--- config.mk ---
export PLATFORM = sky130hd
export DESIGN_NAME = rst_sequencer
export DESIGN_NICKNAME = d
export VERILOG_FILES = /design/src/rtl/rstc_pkg.sv /design/src/rtl/rstc_sync.sv /design/src/rtl/rstc_pulse_qual.sv /design/src/rtl/rstc_wdt_act.sv /design/src/rtl/rst_sequencer.sv
export SDC_FILE = /design/constraint.sdc
export NUM_CORES = 1
export LEC_CHECK = 0
export BUFFER_PORTS_ARGS = -buffer_cell sky130_fd_sc_hd__buf_2
export CAP_MARGIN = 10
export CORE_MARGIN = 10
export CORE_UTILIZATION = 59
export CTS_BUF_LIST = sky130_fd_sc_hd__clkbuf_4 sky130_fd_sc_hd__clkbuf_8 sky130_fd_sc_hd__clkbuf_16
export CTS_CLUSTER_DIAMETER = 50
export CTS_CLUSTER_SIZE = 20
export DETAILED_ROUTE_END_ITERATION = 8
export PLACE_DENSITY = 0.79
export SLEW_MARGIN = 25
export SYNTH_ARGS = -nofsm -noshare
export SYNTH_HDL_FRONTEND = slang
export SYNTH_SLANG_ARGS = --single-unit
--- constraint.sdc ---
create_clock -name clk_i -period 3.67 [get_ports clk_i]
set_input_delay 0.734 -clock clk_i [delete_from_list [all_inputs] [get_ports clk_i]]
set_output_delay 0.734 -clock clk_i [all_outputs]
set_load 0.01 [all_outputs]
--- src/rtl/rstc_pkg.sv ---
package rstc_pkg;

    typedef enum logic [1:0] {
        ACT_LRST     = 2'd0,
        ACT_NMI      = 2'd1,
        ACT_NMI_LRST = 2'd2,
        ACT_HRST     = 2'd3
    } wd_act_e;

    typedef enum logic [1:0] {
        WD_IDLE = 2'd0,
        WD_WAIT = 2'd1,
        WD_LRST = 2'd2
    } wd_st_e;

    typedef enum logic {
        SEQ_HOLD = 1'b0,
        SEQ_RUN  = 1'b1
    } seq_st_e;

endpackage

--- src/rtl/rstc_sync.sv ---
module rstc_sync #(
    parameter logic INIT = 1'b0
) (
    input  logic clk_i,
    input  logic arst_n_i,
    input  logic d_i,
    output logic q_o
);
    logic s1_q, s2_q;

    always_ff @(posedge clk_i or negedge arst_n_i) begin
        if (!arst_n_i) begin
            s1_q <= INIT;
            s2_q <= INIT;
        end else begin
            s1_q <= d_i;
            s2_q <= s1_q;
        end
    end

    assign q_o = s2_q;
endmodule

--- src/rtl/rstc_pulse_qual.sv ---
module rstc_pulse_qual #(
    parameter int MIN_W = 500
) (
    input  logic clk_i,
    input  logic rst_n_i,
    input  logic pin_n_i,
    output logic ok_o
);
    localparam int CW = $clog2(MIN_W + 1);

    typedef struct packed {
        logic [CW-1:0] cnt;
        logic          prev;
        logic          ok;
    } qual_t;

    qual_t q_d, q_q;

    always_comb begin
        q_d      = q_q;
        q_d.prev = pin_n_i;
        q_d.ok   = 1'b0;
        if (!pin_n_i) begin
            if (q_q.cnt != CW'(MIN_W)) begin
                q_d.cnt = q_q.cnt + 1'b1;
            end
        end else if (!q_q.prev) begin
            q_d.ok  = (q_q.cnt == CW'(MIN_W));
            q_d.cnt = '0;
        end
    end

    always_ff @(posedge clk_i or negedge rst_n_i) begin
        if (!rst_n_i) begin
            q_q <= '{cnt: '0, prev: 1'b1, ok: 1'b0};
        end else begin
            q_q <= q_d;
        end
    end

    assign ok_o = q_q.ok;
endmodule

--- src/rtl/rstc_wdt_act.sv ---
module rstc_wdt_act
    import rstc_pkg::*;
#(
    parameter int NUM_CORES = 8,
    parameter int DLY_W     = 16,
    parameter int LRST_LEN  = 16
) (
    input  logic                         clk_i,
    input  logic                         rst_n_i,
    input  logic                         clr_i,
    input  logic                         en_i,
    input  logic [NUM_CORES-1:0]         evt_i,
    input  wd_act_e                      act_i,
    input  logic [$clog2(NUM_CORES)-1:0] core_i,
    input  logic [DLY_W-1:0]             dly_i,
    output logic [NUM_CORES-1:0]         lrst_o,
    output logic [NUM_CORES-1:0]         nmi_o,
    output logic                         hrst_o
);
    localparam int CSW = $clog2(NUM_CORES);
    localparam int LW  = $clog2(LRST_LEN);

    typedef struct packed {
        wd_st_e                 st;
        logic [DLY_W-1:0]       dcnt;
        logic [LW-1:0]          lcnt;
        logic [CSW-1:0]         core;
        logic [NUM_CORES-1:0]   nmi;
        logic                   hrst;
        logic [NUM_CORES-1:0]   prev;
    } wd_t;

    wd_t w_d, w_q;
    logic trig;

    assign trig = |(evt_i & ~w_q.prev);

    always_comb begin
        w_d      = w_q;
        w_d.prev = evt_i;
        w_d.nmi  = '0;
        w_d.hrst = 1'b0;
        if (clr_i) begin
            w_d.st   = WD_IDLE;
            w_d.dcnt = '0;
            w_d.lcnt = '0;
        end else begin
            unique case (w_q.st)
                WD_IDLE: begin
                    if (trig && en_i) begin
                        w_d.core = core_i;
                        unique case (act_i)
                            ACT_LRST: begin
                                w_d.st   = WD_LRST;
                                w_d.lcnt = LW'(LRST_LEN - 1);
                            end
                            ACT_NMI: begin
                                w_d.nmi[core_i] = 1'b1;
                            end
                            ACT_NMI_LRST: begin
                                w_d.nmi[core_i] = 1'b1;
                                w_d.st          = WD_WAIT;
                                w_d.dcnt        = dly_i;
                            end
                            default: begin
                                w_d.hrst = 1'b1;
                            end
                        endcase
                    end
                end
                WD_WAIT: begin
                    if (w_q.dcnt == '0) begin
                        w_d.st   = WD_LRST;
                        w_d.lcnt = LW'(LRST_LEN - 1);
                    end else begin
                        w_d.dcnt = w_q.dcnt - 1'b1;
                    end
                end
                WD_LRST: begin
                    if (w_q.lcnt == '0) begin
                        w_d.st = WD_IDLE;
                    end else begin
                        w_d.lcnt = w_q.lcnt - 1'b1;
                    end
                end
                default: w_d.st = WD_IDLE;
            endcase
        end
    end

    always_ff @(posedge clk_i or negedge rst_n_i) begin
        if (!rst_n_i) begin
            w_q <= '{st: WD_IDLE, dcnt: '0, lcnt: '0, core: '0,
                     nmi: '0, hrst: 1'b0, prev: '0};
        end else begin
            w_q <= w_d;
        end
    end

    for (genvar c = 0; c < NUM_CORES; c++) begin : g_core
        assign lrst_o[c] = (w_q.st == WD_LRST) && (w_q.core == CSW'(c));
    end

    assign nmi_o  = w_q.nmi;
    assign hrst_o = w_q.hrst;
endmodule

--- src/rtl/rst_sequencer.sv ---
module rst_sequencer
    import rstc_pkg::*;
#(
    parameter int NUM_CORES   = 8,
    parameter int PULSE_MIN   = 500,
    parameter int HOLD_CYCLES = 50000,
    parameter int LRST_LEN    = 16,
    parameter int DLY_W       = 16
) (
    input  logic                         clk_i,
    input  logic                         por_n_i,
    input  logic                         full_rst_n_i,
    input  logic                         hs_rst_n_i,
    input  logic [NUM_CORES-1:0]         wdt_exp_i,
    input  logic                         cfg_we_i,
    input  logic [$clog2(NUM_CORES)-1:0] cfg_core_i,
    input  logic [1:0]                   cfg_act_i,
    input  logic [DLY_W-1:0]             cfg_dly_i,
    output logic [NUM_CORES-1:0]         lrst_o,
    output logic [NUM_CORES-1:0]         nmi_o,
    output logic                         hrst_req_o,
    output logic                         rst_stat_o
);
    localparam int CSW = $clog2(NUM_CORES);
    localparam int HW  = $clog2(HOLD_CYCLES + 1);

    typedef struct packed {
        seq_st_e          st;
        logic [HW-1:0]    cnt;
        wd_act_e          act;
        logic [CSW-1:0]   core;
        logic [DLY_W-1:0] dly;
    } seq_t;

    logic rst_n_int;
    logic full_s, hs_s;
    logic full_ok, hs_ok;
    logic seq_start;
    seq_t s_d, s_q;

    rstc_sync #(.INIT(1'b0)) u_por_sync (
        .clk_i(clk_i), .arst_n_i(por_n_i), .d_i(1'b1), .q_o(rst_n_int)
    );
    rstc_sync #(.INIT(1'b1)) u_full_sync (
        .clk_i(clk_i), .arst_n_i(rst_n_int), .d_i(full_rst_n_i), .q_o(full_s)
    );
    rstc_sync #(.INIT(1'b1)) u_hs_sync (
        .clk_i(clk_i), .arst_n_i(rst_n_int), .d_i(hs_rst_n_i), .q_o(hs_s)
    );

    rstc_pulse_qual #(.MIN_W(PULSE_MIN)) u_full_qual (
        .clk_i(clk_i), .rst_n_i(rst_n_int), .pin_n_i(full_s), .ok_o(full_ok)
    );
    rstc_pulse_qual #(.MIN_W(PULSE_MIN)) u_hs_qual (
        .clk_i(clk_i), .rst_n_i(rst_n_int), .pin_n_i(hs_s), .ok_o(hs_ok)
    );

    // Full reset ranks above hard/soft; hard/soft only accepted while running.
    assign seq_start = full_ok || (hs_ok && (s_q.st == SEQ_RUN));

    always_comb begin
        s_d = s_q;
        if (seq_start) begin
            s_d.st  = SEQ_HOLD;
            s_d.cnt = '0;
            if (full_ok) begin
                s_d.act  = ACT_LRST;
                s_d.core = '0;
                s_d.dly  = '0;
            end
        end else begin
            if (s_q.st == SEQ_HOLD) begin
                if (s_q.cnt == HW'(HOLD_CYCLES - 1)) begin
                    s_d.st = SEQ_RUN;
                end else begin
                    s_d.cnt = s_q.cnt + 1'b1;
                end
            end
            if (cfg_we_i) begin
                s_d.act  = wd_act_e'(cfg_act_i);
                s_d.core = cfg_core_i;
                s_d.dly  = cfg_dly_i;
            end
        end
    end

    always_ff @(posedge clk_i or negedge rst_n_int) begin
        if (!rst_n_int) begin
            s_q <= '{st: SEQ_HOLD, cnt: '0, act: ACT_LRST, core: '0, dly: '0};
        end else begin
            s_q <= s_d;
        end
    end

    rstc_wdt_act #(
        .NUM_CORES(NUM_CORES), .DLY_W(DLY_W), .LRST_LEN(LRST_LEN)
    ) u_wdt (
        .clk_i  (clk_i),
        .rst_n_i(rst_n_int),
        .clr_i  (seq_start),
        .en_i   (s_q.st == SEQ_RUN),
        .evt_i  (wdt_exp_i),
        .act_i  (s_q.act),
        .core_i (s_q.core),
        .dly_i  (s_q.dly),
        .lrst_o (lrst_o),
        .nmi_o  (nmi_o),
        .hrst_o (hrst_req_o)
    );

    assign rst_stat_o = (s_q.st == SEQ_RUN);
endmodule

# --- Word-level counts from Yosys, hierarchy flattened ---
# Index checks and enable logic that the tools add are counted.
word_totals:
  reg_bits: 108
  input_bits: 34
  out_inout_bits: 18
  wordCells: 131
op_classes:
  n_addsub: 5
  magnitude_cmp: 2
  n_eq_ne: 29
  n_mux: 35
  bitwise: 3
  n_reduce_logical: 33
ops:
  columns: ["op", "count"]
  rows:
  - ["two-way mux 9 bit", 8]
  - ["two-way mux 16 bit", 3]
  - ["two-way mux 21 bit", 2]
  - ["two-way mux 38 bit", 1]
  - ["two-way mux 34 bit", 1]
  - ["case mux 16 bit (2 select lines)", 1]
  - ["two-way mux 22 bit", 1]
  - ["adder 9 x 1 -> 9 bit (second input constant)", 2]
  - ["== test 9 bit (second input constant)", 2]
  - ["!= test 9 bit (second input constant)", 2]
  - ["two-way mux 17 bit", 1]
  - ["adder 16 x 1 -> 16 bit (second input constant)", 1]
  - ["== test 16 bit (second input constant)", 1]
  - ["zero test 16 bit", 1]
  - ["subtractor 16 x 1 -> 16 bit (second input constant)", 1]
  - ["== test 3 bit (second input constant)", 4]
  - ["two-way mux 4 bit", 3]
  - ["!= test 3 bit (second input constant)", 4]
  - ["case mux 4 bit (3 select lines)", 1]
  - ["logical AND 1 bit", 11]
  - ["!= test 3 x 2 -> 1 bit (second input constant)", 3]
  - ["AND 8 bit", 1]
  - ["two-way mux 8 bit", 1]
  - ["!= test 2 bit (second input constant)", 4]
  - ["30 further kinds", 47]

# --- Depth between registers and ports, before layout ---
# Gate-level depths: netlist of the first run.
depth:
  word_depth: 8
  depth_mapped: 10

# --- Hierarchy ---
# Synthesis of the first run repeated with hierarchy kept, for this count alone.
hier_totals:
  cells_unflattened: 602
  area_unflattened_um2: 5699.2
by_module_without_submodules:
  columns: ["module", "n_inst", "cells_each", "area_each_um2", "seq_area_each_um2"]
  rows:
  - ["rstc_wdt_act", 1, 270, 2456.1, 1051.0]
  - ["rst_sequencer", 1, 204, 1829.3, 950.9]
  - ["rstc_pulse_qual", 2, 61, 629.4, 276.5]
  - ["rstc_sync at u_full_sync ...", 2, 2, 52.6, 52.6]
  - ["rstc_sync at u_por_sync", 1, 2, 50.0, 50.0]

# --- Worst setup path before layout of the first run ---
# No wires, ideal clock.
synth_path:
  path_kind: "reg2reg"
  from: "register u_wdt.w_q[24] (netlist name)"
  to: "register u_wdt.w_q[41] (netlist name)"
  setup_time_ns: 0.127
  arrival_time_ns: 2.087
  required_time_ns: 3.543
  path_slack_ns: 1.456
  path_stages_with_launch: 9
  path_buffers: 0
  cell_sequence: "dfrtp_1 inv_1 ha_1 or3b_2 nor2_4 nand3_1 a22oi_1 a21o_2 mux2_1"
synth_via:
  elab_chain_len: 3
synth_lines:
  columns: ["element", "line", "source"]
  rows:
  - ["start: declaration", "rstc_wdt_act.sv:33", "wd_t w_d, w_q;"]
  - ["start signal: assignment", "rstc_wdt_act.sv:93", "w_q <= '{st: WD_IDLE, dcnt: '0, lcnt: '0, core: '0,"]
  - ["start signal: assignment", "rstc_wdt_act.sv:96", "w_q <= w_d;"]
  - ["zero test 16 bit", "rstc_wdt_act.sv:72", "if (w_q.dcnt == '0) begin"]
  - ["!= test 3 x 2 -> 1 bit (no source line)", null, null]
  - ["AND reduction 4 bit (no source line)", null, null]
# No other way between the ends.
# A chain may end at the register's enable or synchronous reset.

# --- Final worst setup path of the first run ---
# Ends and elaborated chain as after synthesis.

==> impl_metrics.py, run 1 <==
metrics = {
    "timing": {
        "relSlewSlack_pct": 44.1,
        "min_period_over_period_pct": 68.3,
        "slew_violations": 0,
        "setup_violations": 0,
        "rsz0062_at_grt": "no",
        "worstMarginPinSlew_ps": 836,
        "whs_ps": 120,
        "fin_skew_ps": 8.24,
        "hold_violations": 0,
        "setup_ws_ps": 1170,
        "max_freq_mhz": 399,
        "post-route-min-period_ps": 2500,
        "setup_tns_ps": 0,
    },
    "setup_path": {
        "critical_path_required_ps": 3930,
        "arrival_ps": 2770,
        "slowest_delay_ps": 530,
        "crit_fanout": 7,
        "startpoint_type": "flip-flop",
        "cp-end-kind": "flip-flop",
        "path_cells": "inv_1, ha_1, or3b_2, nor2_4, nand3_1, a22oi_1, a21o_2, mux2_1",
        "reg2reg_from": "u_wdt.w_q[24]$_DFFE_PN0P_",
        "reg2reg_depth": 8,
        "endpoint": "u_wdt.w_q[41]$_DFFE_PN0P_",
        "critPathSlowestCell": "or3b_2",
        "r2r-end": "u_wdt.w_q[41]$_DFFE_PN0P_",
        "startpoint": "u_wdt.w_q[24]$_DFFE_PN0P_",
        "critical_path_class": "flip-flop to flip-flop",
        "ff2ff_setup_slack_ps": 1170,
    },
    "layout": {
        "fill_cells": 745,
        "final_nets": 676,
        "drive_gt1_share_pct": 15.6,
        "antennaDiodeCount": 0,
        "syn_to_final_growth_pct": 8.53,
    },
    "die": {
        "core_um2": 9150,
        "num_rows": 35,
        "num_io_pins": 52,
        "die_w_um": 117,
        "start_util_pct": 60.2,
        "die_h_um": 117,
        "dieArea_um2": 13600,
    },
    "job": {
        "cap_violations": 0,
    },
    "placed_design": {
        "portBuffers": 51,
        "dp_hpwl_mm": 8.12,
        "place_ws_ps": 1220,
        "gp_congestion": 0.853,
    },
    "clock_tree": {
        "cts_resized": 0,
        "cts_buffers": 9,
        "clk_latency_ps": 380,
        "cts_tree": "built",
        "cts_hold_buffers": 0,
        "cts.clk_slew.worst_paths_ps": 100,
        "htreeDepth": 3,
        "root_buffer": "clkbuf_8",
        "post_cts_buffers": 0,
        "clk_path_buf_depth": 2,
        "clock_sinks": 108,
    },
    "outcome": {
        "status": "finished clean",
    },
    "global_route": {
        "grt_max_degree": 43,
        "grt.overflow.total": 0,
        "grt_first_pass_wirelength_mm": 19.5,
        "grt_pass1_vias": 4141,
        "grt.total_usage_pct": 17.5,
        "antenna_found_initial": 0,
    },
    "routing": {
        "wl_per_cell_um": 15.3,
        "vias": 4343,
        "drt_iter0_drc": 226,
        "drc": 0,
        "avgViaCountPerCell": 5.83,
        "wirelength_mm": 11.4,
        "dr.pass1.iters": 5,
        "drtAntennaViolNets": 0,
    },
    "synthesis": {
        "ys_seq_elements": 108,
        "synth_area_per_cell_um2": 9.25,
        "syn_area_um2": 5510,
        "yosys_warnings": 0,
        "netlist_instances": 596,
        "synthFlopType": "dfrtp_1",
        "synth_seq_area_share_pct": 49.2,
        "synth.distinct_cells": 60,
        "synth_edf_count": 0,
        "synth_nets": 643,
        "synthArstFlopShare_pct": 100,
    },
    "power": {
        "leakagePower_nw": 2.68,
        "ir_drop_uv": 252,
        "powerDensity_nw_per_um2": 361,
        "p_total_mw": 2.16,
    },
    "hold_path": {
        "hp-class": "input pin to async pin",
    },
}
-- flip-flops by register name, indices dropped and copies added, names as in the netlist --
name,flops
u_hs_qual.q_q,10
u_full_sync.q_o,1
u_hs_sync.s1_q,1
u_full_qual.q_q,10
u_wdt.w_q,33
s_q,37
u_wdt.hrst_o,1
u_wdt.nmi_o,8
u_full_qual.ok_o,1
u_hs_sync.q_o,1
u_hs_qual.ok_o,1
rst_stat_o,1
u_full_sync.s1_q,1
u_por_sync.q_o,1
u_por_sync.s1_q,1
-- final cells by class --
type | count | area, um2 | share of cell area, %
clock inverter | 7 | 75.1 | 1.25
multi-input combinational | 428 | 2530 | 42.3
tap | 111 | 139 | 2.32
clock buffer | 9 | 124 | 2.07
inverter | 24 | 90.1 | 1.51
timing repair buffer | 58 | 308 | 5.14
sequential | 108 | 2710 | 45.4
-- stage by stage --
| stage | instance area (um2) | util (%) | std cells |
|---|---|---|---|
| 4_1_cts | 5980 | 65.4 | 745 |
| 6_report | 5980 | 65.4 | 745 |
| 5_1_grt | 5980 | 65.4 | 745 |
| 3_3_place_gp | 5780 | 63.2 | 729 |
| 3_5_place_dp | 5780 | 63.2 | 729 |
| 2_1_floorplan | 5510 | - | 596 |
-- how the worst min path moves through the flow --
stage,end,cells after the start
2_1_floorplan,u_por_sync.q_o$_DFF_PN0_,0
3_3_place_gp,u_full_qual.q_q[5]$_DFFE_PN0P_,0
3_5_place_dp,u_full_qual.q_q[5]$_DFFE_PN0P_,0
4_1_cts,u_por_sync.q_o$_DFF_PN0_,1
5_1_grt,u_por_sync.q_o$_DFF_PN0_,1
6_report,u_por_sync.q_o$_DFF_PN0_,1
-- worst max-delay path: cells and delay by family, from the launching register on --
family	cells	cell delay [ps]
buf+inv	1	120
compound gates	2	410
mux	1	320
simple gates	3	920
flops	1	410
fa+ha+maj	1	210
-- kinds of logic after synthesis --
family	share of synthesized area, %
compound gates	16.0
xor+xnor	2.38
fa+ha+maj	2.95
buf+inv	4.88
flops	49.2
mux	1.29
other cells	0.0680
simple gates	23.2
-- placed cells by master (no fill, tap or decap), types with 5 or more instances in the layout --
| cell type | n |
|---|---|
| a211oi_2 | 5 |
| a21oi_1 | 30 |
| a31oi_1 | 8 |
| and2_1 | 5 |
| and3_1 | 15 |
| buf_2 | 51 |
| buf_4 | 7 |
| clkbuf_8 | 9 |
| dfrtp_1 | 101 |
| dfstp_2 | 6 |
| ha_1 | 13 |
| inv_1 | 24 |
| mux2i_1 | 6 |
| nand2_1 | 70 |
| nand2b_1 | 32 |
| nand3_1 | 22 |
| nand4_1 | 5 |
| nor2_1 | 42 |
| nor3_1 | 20 |
| nor4_1 | 14 |
| o21ai_0 | 50 |
| o21ai_1 | 9 |
| o31ai_1 | 9 |
| or3_1 | 6 |
| xnor2_1 | 12 |
-- power by group --
group          internal (mW)  switching (mW)  total (mW)
clock                  0.319           0.414       0.733
combinational         0.0569          0.0793       0.136
sequential              1.24          0.0500        1.29
-- Yosys cell counts, drive strengths merged, types with 4 or more instances --
cell type	number	area, um2
clkbuf	22	82.6
nand2	70	263
dfrtp	102	2550
or3	6	37.5
ha	13	163
a211oi	5	62.6
o31ai	10	80.1
and3	15	93.8
xnor2	12	105
a21oi	31	159
nor3	20	100
buf	14	96.3
nand4	5	31.3
and2	5	31.3
a22oi	5	42.5
a31oi	8	50.1
a21o	4	31.3
nand2b	32	200
nor4	15	100
mux2i	6	60.1
o21ai	60	304
inv	24	90.1
nor2	43	169
nand3	22	110
nor3b	4	30.0
dfstp	6	158
-- metal layers --
metal | vias to the layer above | GRT usage, % | part of all wire, %
li1 | 2153 | - | -
met1 | 2061 | 22.5 | 45
met3 | 15 | 4.93 | 6.0
met5 | - | 0 | 0
met2 | 114 | 28.4 | 48
met4 | 0 | 4.53 | 1.1
Power figures use the tool's default switching activity.
==> inputs of run 2 (changes only) <==
CORE_UTILIZATION = 54   (was 59)
PLACE_DENSITY = 0.77   (was 0.79)
clock period = 2.1 ns   (was 3.67 ns; I/O delays follow)
==> run 2 against run 1 <==
Effect of this change:
- the run now ends with negative setup slack left
- sequential cell count stayed put
- utilization down 0.30 points
- global-route usage down 0.96 points
- critical path depth up 1
- routed wire length is 7.8% higher
- hold slack gained 5.3 ps
- clock power up 73%
- critical endpoint is now u_wdt.w_q[26]$_DFFE_PN0P_
- largest cell class unchanged
- largest power group unchanged
==> impl_metrics.py, run 2 (synthesized netlist as in run 1, its figures left out) <==
metrics = {
    "setup_path": {
        "reg2reg_depth": 9,
        "critical_path_required_ps": 2360,
        "cp-end-kind": "flip-flop",
        "crit_fanout": 5,
        "r2r-end": "u_wdt.w_q[26]$_DFFE_PN0P_",
        "ff2ff_setup_slack_ps": -40,
        "startpoint": "u_wdt.w_q[25]$_DFFE_PN0P_",
        "arrival_ps": 2400,
        "reg2reg_from": "u_wdt.w_q[25]$_DFFE_PN0P_",
        "startpoint_type": "flip-flop",
        "critical_path_class": "flip-flop to flip-flop",
        "endpoint": "u_wdt.w_q[26]$_DFFE_PN0P_",
    },
    "outcome": {
        "violations": "negative setup slack",
        "status": "finished, violations left",
    },
    "power": {
        "ir_drop_uv": 545,
        "powerDensity_nw_per_um2": 588,
        "p_int_mw": 2.86,
        "clockPowerShare_pct": 33.7,
        "leakagePower_nw": 2.91,
        "seqPwrFrac_pct": 59.6,
        "switching_share_pct": 24.3,
        "p_switching_uw": 919,
        "power_frac_comb_pct": 6.6,
    },
    "global_route": {
        "grt_max_degree": 41,
        "grt_first_pass_wirelength_mm": 20.1,
        "grt.total_usage_pct": 16.5,
        "grt_pass1_vias": 4373,
        "antenna_found_initial": 0,
        "grt.overflow.total": 0,
    },
    "timing": {
        "min_period_over_period_pct": 102,
        "fin_skew_ps": 7.93,
        "post-route-min-period_ps": 2140,
        "max_freq_mhz": 468,
        "slew_violations": 0,
        "rsz0062_at_grt": "yes",
        "hold_violations": 0,
        "setup_violations": 9,
        "setup_ws_ps": -38.9,
    },
    "placed_design": {
        "gp_congestion": 0.943,
        "dp_hpwl_mm": 8.47,
        "portBuffers": 51,
        "dpl.cell_count": 777,
    },
    "routing": {
        "wirelength_mm": 12.3,
        "drtAntennaViolNets": 0,
        "drc": 0,
        "vias": 4559,
        "avgViaCountPerCell": 5.67,
        "wl_per_cell_um": 15.3,
        "drt_iter0_drc": 428,
        "dr.pass1.iters": 5,
    },
    "clock_tree": {
        "cts.clk_slew.worst_paths_ps": 100,
        "clk_latency_ps": 380,
        "cts_tree": "built",
        "clk_path_buf_depth": 2,
        "htreeDepth": 3,
        "clock_sinks": 108,
        "cts_buffers": 9,
        "root_buffer": "clkbuf_8",
    },
    "die": {
        "start_util_pct": 55.9,
        "num_io_pins": 52,
        "num_rows": 36,
        "die_h_um": 121,
        "core_um2": 9860,
        "die_w_um": 121,
        "dieArea_um2": 14700,
    },
    "layout": {
        "final_cells": 804,
        "final_common_cell": "dfrtp_1",
        "final-seq-area_um2": 2710,
        "top_register": "s_q",
        "final_nets": 713,
        "largestRegisters": "s_q: 37 flops, u_wdt.w_q: 33 flops",
        "largest_reg_flops": 37,
        "fill_cells": 766,
        "final_cell_mix": "dfrtp_1 (101), nand2_1 (70), buf_2 (51)",
        "drive_gt1_share_pct": 21.2,
        "multi_input_area_um2": 2580,
        "final_util_pct": 65.1,
        "antennaDiodeCount": 0,
        "syn_to_final_growth_pct": 16.4,
    },
    "hold_path": {
        "hp-class": "input pin to flip-flop",
    },
    "job": {
        "cap_violations": 0,
    },
}
## run 2: cell types whose count changed in the layout (fill, tap and decap cells not counted), moves of 2 or more
cell	delta
buf_12	+2
buf_4	+31
clkbuf_16	+2
clkinv_2	+2
clkinvlp_4	-2
ha_1	-2
ha_4	+2
## run 2: metrics by stage
step	area, um2	hold slack (ps)	setup slack, ps	total power, mW	setup TNS, ps
5_1_grt	6420	103	-131	3.95	-982
4_1_cts	6350	117	-10.5	3.81	-41.1
2_1_floorplan	5520	124	16.1	2.44	0
6_report	6420	125	-38.9	3.78	-157
3_5_place_dp	6030	210	-3.26	2.54	-3.26
3_3_place_gp	6030	209	66.1	2.53	0
## run 2: power groups by stage
| stage | Combinational [mW] | Clock, mW | Sequential [mW] |
|---|---|---|---|
| global route | 0.299 | 1.38 | 2.27 |
| floorplan | 0.151 | 0 | 2.29 |
| finish | 0.251 | 1.27 | 2.25 |
| detailed placement | 0.252 | 0 | 2.29 |
| CTS | 0.256 | 1.30 | 2.25 |
| global placement | 0.243 | 0 | 2.29 |
## run 2: worst min-delay path by stage
stage / startpoint / endpoint / slack, ps / depth (start not counted)
finish: full_rst_n_i / u_full_sync.s1_q$_DFF_PN1_ / 130 / 1
global route: full_rst_n_i / u_full_sync.s1_q$_DFF_PN1_ / 100 / 1
CTS: full_rst_n_i / u_full_sync.s1_q$_DFF_PN1_ / 120 / 1
detailed placement: por_n_i / u_por_sync.s1_q$_DFF_PN0_ / 210 / 1
global placement: por_n_i / u_por_sync.s1_q$_DFF_PN0_ / 210 / 1
floorplan: por_n_i / u_por_sync.q_o$_DFF_PN0_ / 120 / 0
## run 2: layout make-up
class,instances,share of cell area (%)
timing repair buffer,95,10.4
inverter,24,1.40
sequential,108,42.3
clock buffer,10,2.14
tap,133,2.59
clock inverter,6,0.955
multi-input combinational,428,40.2
## run 2: what timing repair did
action	in CTS	in global routing
pin swaps	2	13
buffers inserted	3	4
hold endpoints to repair	2	0
cloned	2	1
resized for setup	4	8
hold buffers	1	0
setup endpoints to repair	4	23
## run 2: metal layers
layer	share of wire (%)	GRT usage (%)	vias to the layer above
met5	0	0	-
met4	1.5	5.51	0
met3	6.3	4.84	15
met2	48	27.2	158
met1	44	20.2	2158
li1	-	-	2228
## run 2: worst max-delay path, cell delays in order (launching register included)
cell and delay, ps:
dfrtp_1 390, inv_1 110, ha_4 140, or3b_4 400, and4bb_2 350, a22oi_2 120
buf_4 200, clkbuf_16 160, o21ai_1 70, a21oi_1 90
==> inputs of run 3 (changes only) <==
MAX_ROUTING_LAYER = met4   (was unset)
SETUP_SLACK_MARGIN = 0.1   (was unset)
==> run 3 against run 2 <==
Effect of this change:
- the run now ends clean
- critical path depth shrank 1
- first-iteration DRC count shrank 4.2%
- non-clock buffer count shrank 8
- global-route usage grew 0.27 points
- utilization shrank 0.58 points
- clock power shrank 4%
==> impl_metrics.py, run 3 (synthesized netlist as in run 1, its figures left out) <==
metrics = {
    "outcome": {
        "status": "finished clean",
    },
    "setup_path": {
        "startpoint_type": "flip-flop",
        "cp-end-kind": "flip-flop",
        "critical_path_class": "flip-flop to flip-flop",
        "critical_path_required_ps": 2370,
        "critPathSlowestCell": "dfrtp_1",
        "crit_fanout": 23,
        "path_cells": "inv_2, ha_4, or3b_4, and4bb_4, a22oi_2, buf_12, a21boi_1, o31ai_2",
        "startpoint": "u_wdt.w_q[25]$_DFFE_PN0P_",
        "reg2reg_from": "u_wdt.w_q[25]$_DFFE_PN0P_",
        "slowest_delay_ps": 420,
        "arrival_ps": 2350,
    },
    "timing": {
        "min_period_over_period_pct": 99.0,
        "whs_ps": 154,
        "setup_ws_ps": 21.3,
        "setup_tns_ps": 0,
        "post-route-min-period_ps": 2080,
        "rsz0062_at_grt": "yes",
        "setup_violations": 0,
        "hold_violations": 0,
        "max_freq_mhz": 481,
        "fin_skew_ps": 7.79,
        "slew_violations": 0,
    },
    "global_route": {
        "gr-usage-met2_pct": 25.9,
        "gr-usage-met3_pct": 3.96,
        "grtUsageMet1_pct": 21.6,
        "grt_first_pass_wirelength_mm": 20.1,
        "grt.total_usage_pct": 16.8,
        "grt_max_degree": 77,
        "busiest_layer": "met2",
        "grt.overflow.total": 0,
        "antenna_found_initial": 0,
        "grt_pass1_vias": 4311,
    },
    "layout": {
        "fill_cells": 803,
        "syn_to_final_growth_pct": 15.4,
        "final_nets": 705,
        "antennaDiodeCount": 0,
        "top_register": "s_q",
        "largest_reg_flops": 37,
        "largestRegisters": "s_q: 37 flops, u_wdt.w_q: 33 flops",
        "final_cell_mix": "dfrtp_1 (101), nand2_1 (69), buf_2 (51)",
        "final_common_cell": "dfrtp_1",
        "drive_gt1_share_pct": 21.6,
    },
    "power": {
        "leakagePower_nw": 2.86,
        "powerDensity_nw_per_um2": 586,
        "ir_drop_uv": 588,
        "p_total_mw": 3.73,
    },
    "clock_tree": {
        "clk_path_buf_depth": 2,
        "htreeDepth": 3,
        "cts_tree": "built",
        "root_buffer": "clkbuf_8",
        "clk_latency_ps": 360,
        "cts_buffers": 9,
        "cts.clk_slew.worst_paths_ps": 100,
        "clock_sinks": 108,
    },
    "hold_path": {
        "hp-class": "input pin to flip-flop",
        "min_from": "hs_rst_n_i",
    },
    "die": {
        "num_rows": 36,
        "die_w_um": 121,
        "num_io_pins": 52,
        "dieArea_um2": 14700,
        "core_um2": 9860,
        "die_h_um": 121,
        "start_util_pct": 55.9,
    },
    "routing": {
        "drc": 0,
        "vias": 4543,
        "dr.pass1.iters": 4,
        "drtAntennaViolNets": 0,
        "drt_iter0_drc": 410,
        "wirelength_mm": 12.1,
        "avgViaCountPerCell": 5.71,
        "wl_per_cell_um": 15.2,
    },
    "placed_design": {
        "portBuffers": 51,
        "dp_hpwl_mm": 8.41,
        "place_ws_ps": 23.9,
        "gp_congestion": 0.888,
    },
    "job": {
        "cap_violations": 0,
    },
}
==> run 3: cell type report <==
| cell class | count | area, um2 | area share (%) |
|---|---|---|---|
| clock buffers | 13 | 179 | 2.81 |
| clock inverters | 3 | 18.8 | 0.295 |
| inverters | 24 | 90.1 | 1.42 |
| multi-input cells | 428 | 2630 | 41.4 |
| flip-flops and latches | 108 | 2710 | 42.7 |
| well taps | 133 | 166 | 2.62 |
| repair buffers | 87 | 561 | 8.81 |
==> run 3: layer usage <==
| metal | wire length [um] | part of all wire [%] |
|---|---|---|
| met1 | 5690 | 47 |
| met2 | 5690 | 47 |
| met3 | 567 | 4.7 |
| met4 | 126 | 1.0 |
| met5 | 0 | 0 |
==> run 3: per-stage QoR <==
| step | util [%] | instance area [um2] | cells |
|---|---|---|---|
| CTS | 63.6 | 6270 | 793 |
| floorplan | - | 5530 | 596 |
| global route | 64.5 | 6360 | 796 |
| finish | 64.5 | 6360 | 796 |
| global placement | 61.0 | 6020 | 773 |
| detailed placement | 61.0 | 6020 | 773 |
==> run 3: worst paths after layout <==
check                                            end  slack [ps]  cells past startpoint
min                         u_hs_sync.s1_q$_DFF_PN1_         150                      1
min in group asynchronous        s_q[21]$_DFFE_PN0P_         260                      0
max reg2reg                u_wdt.w_q[24]$_DFFE_PN0P_          20                      8
max                        u_wdt.w_q[24]$_DFFE_PN0P_          20                      8
min reg2reg                      s_q[21]$_DFFE_PN0P_         260                      0
max in group asynchronous  u_full_sync.q_o$_DFF_PN1_        1070                      1
==> run 3: critical path, delay by kind of cell (launching register included) <==
family                   cells  cell delay, ps
AND/OR/NAND/NOR              2             770
AO/OA/AOI/OAI                3             410
adder cells (fa/ha/maj)      1             120
flip-flops                   1             420
buffers and inverters        2             270
==> run 3: timing repair <==
| action | CTS | global route |
|---|---|---|
| buffers inserted | 3 | 3 |
| hold endpoints to repair | 2 | 0 |
| setup endpoints to repair | 17 | 27 |
| hold buffers | 1 | 0 |
| gates resized for setup | 3 | 16 |
| pin swaps | 3 | 7 |
==> run 3: power by group <==
part | leakage [nW] | switching (mW) | internal (mW)
logic | 1.38 | 0.143 | 0.107
registers | 1.37 | 0.0870 | 2.17
clock network | 0.105 | 0.662 | 0.560
total | 2.86 | 0.892 | 2.83
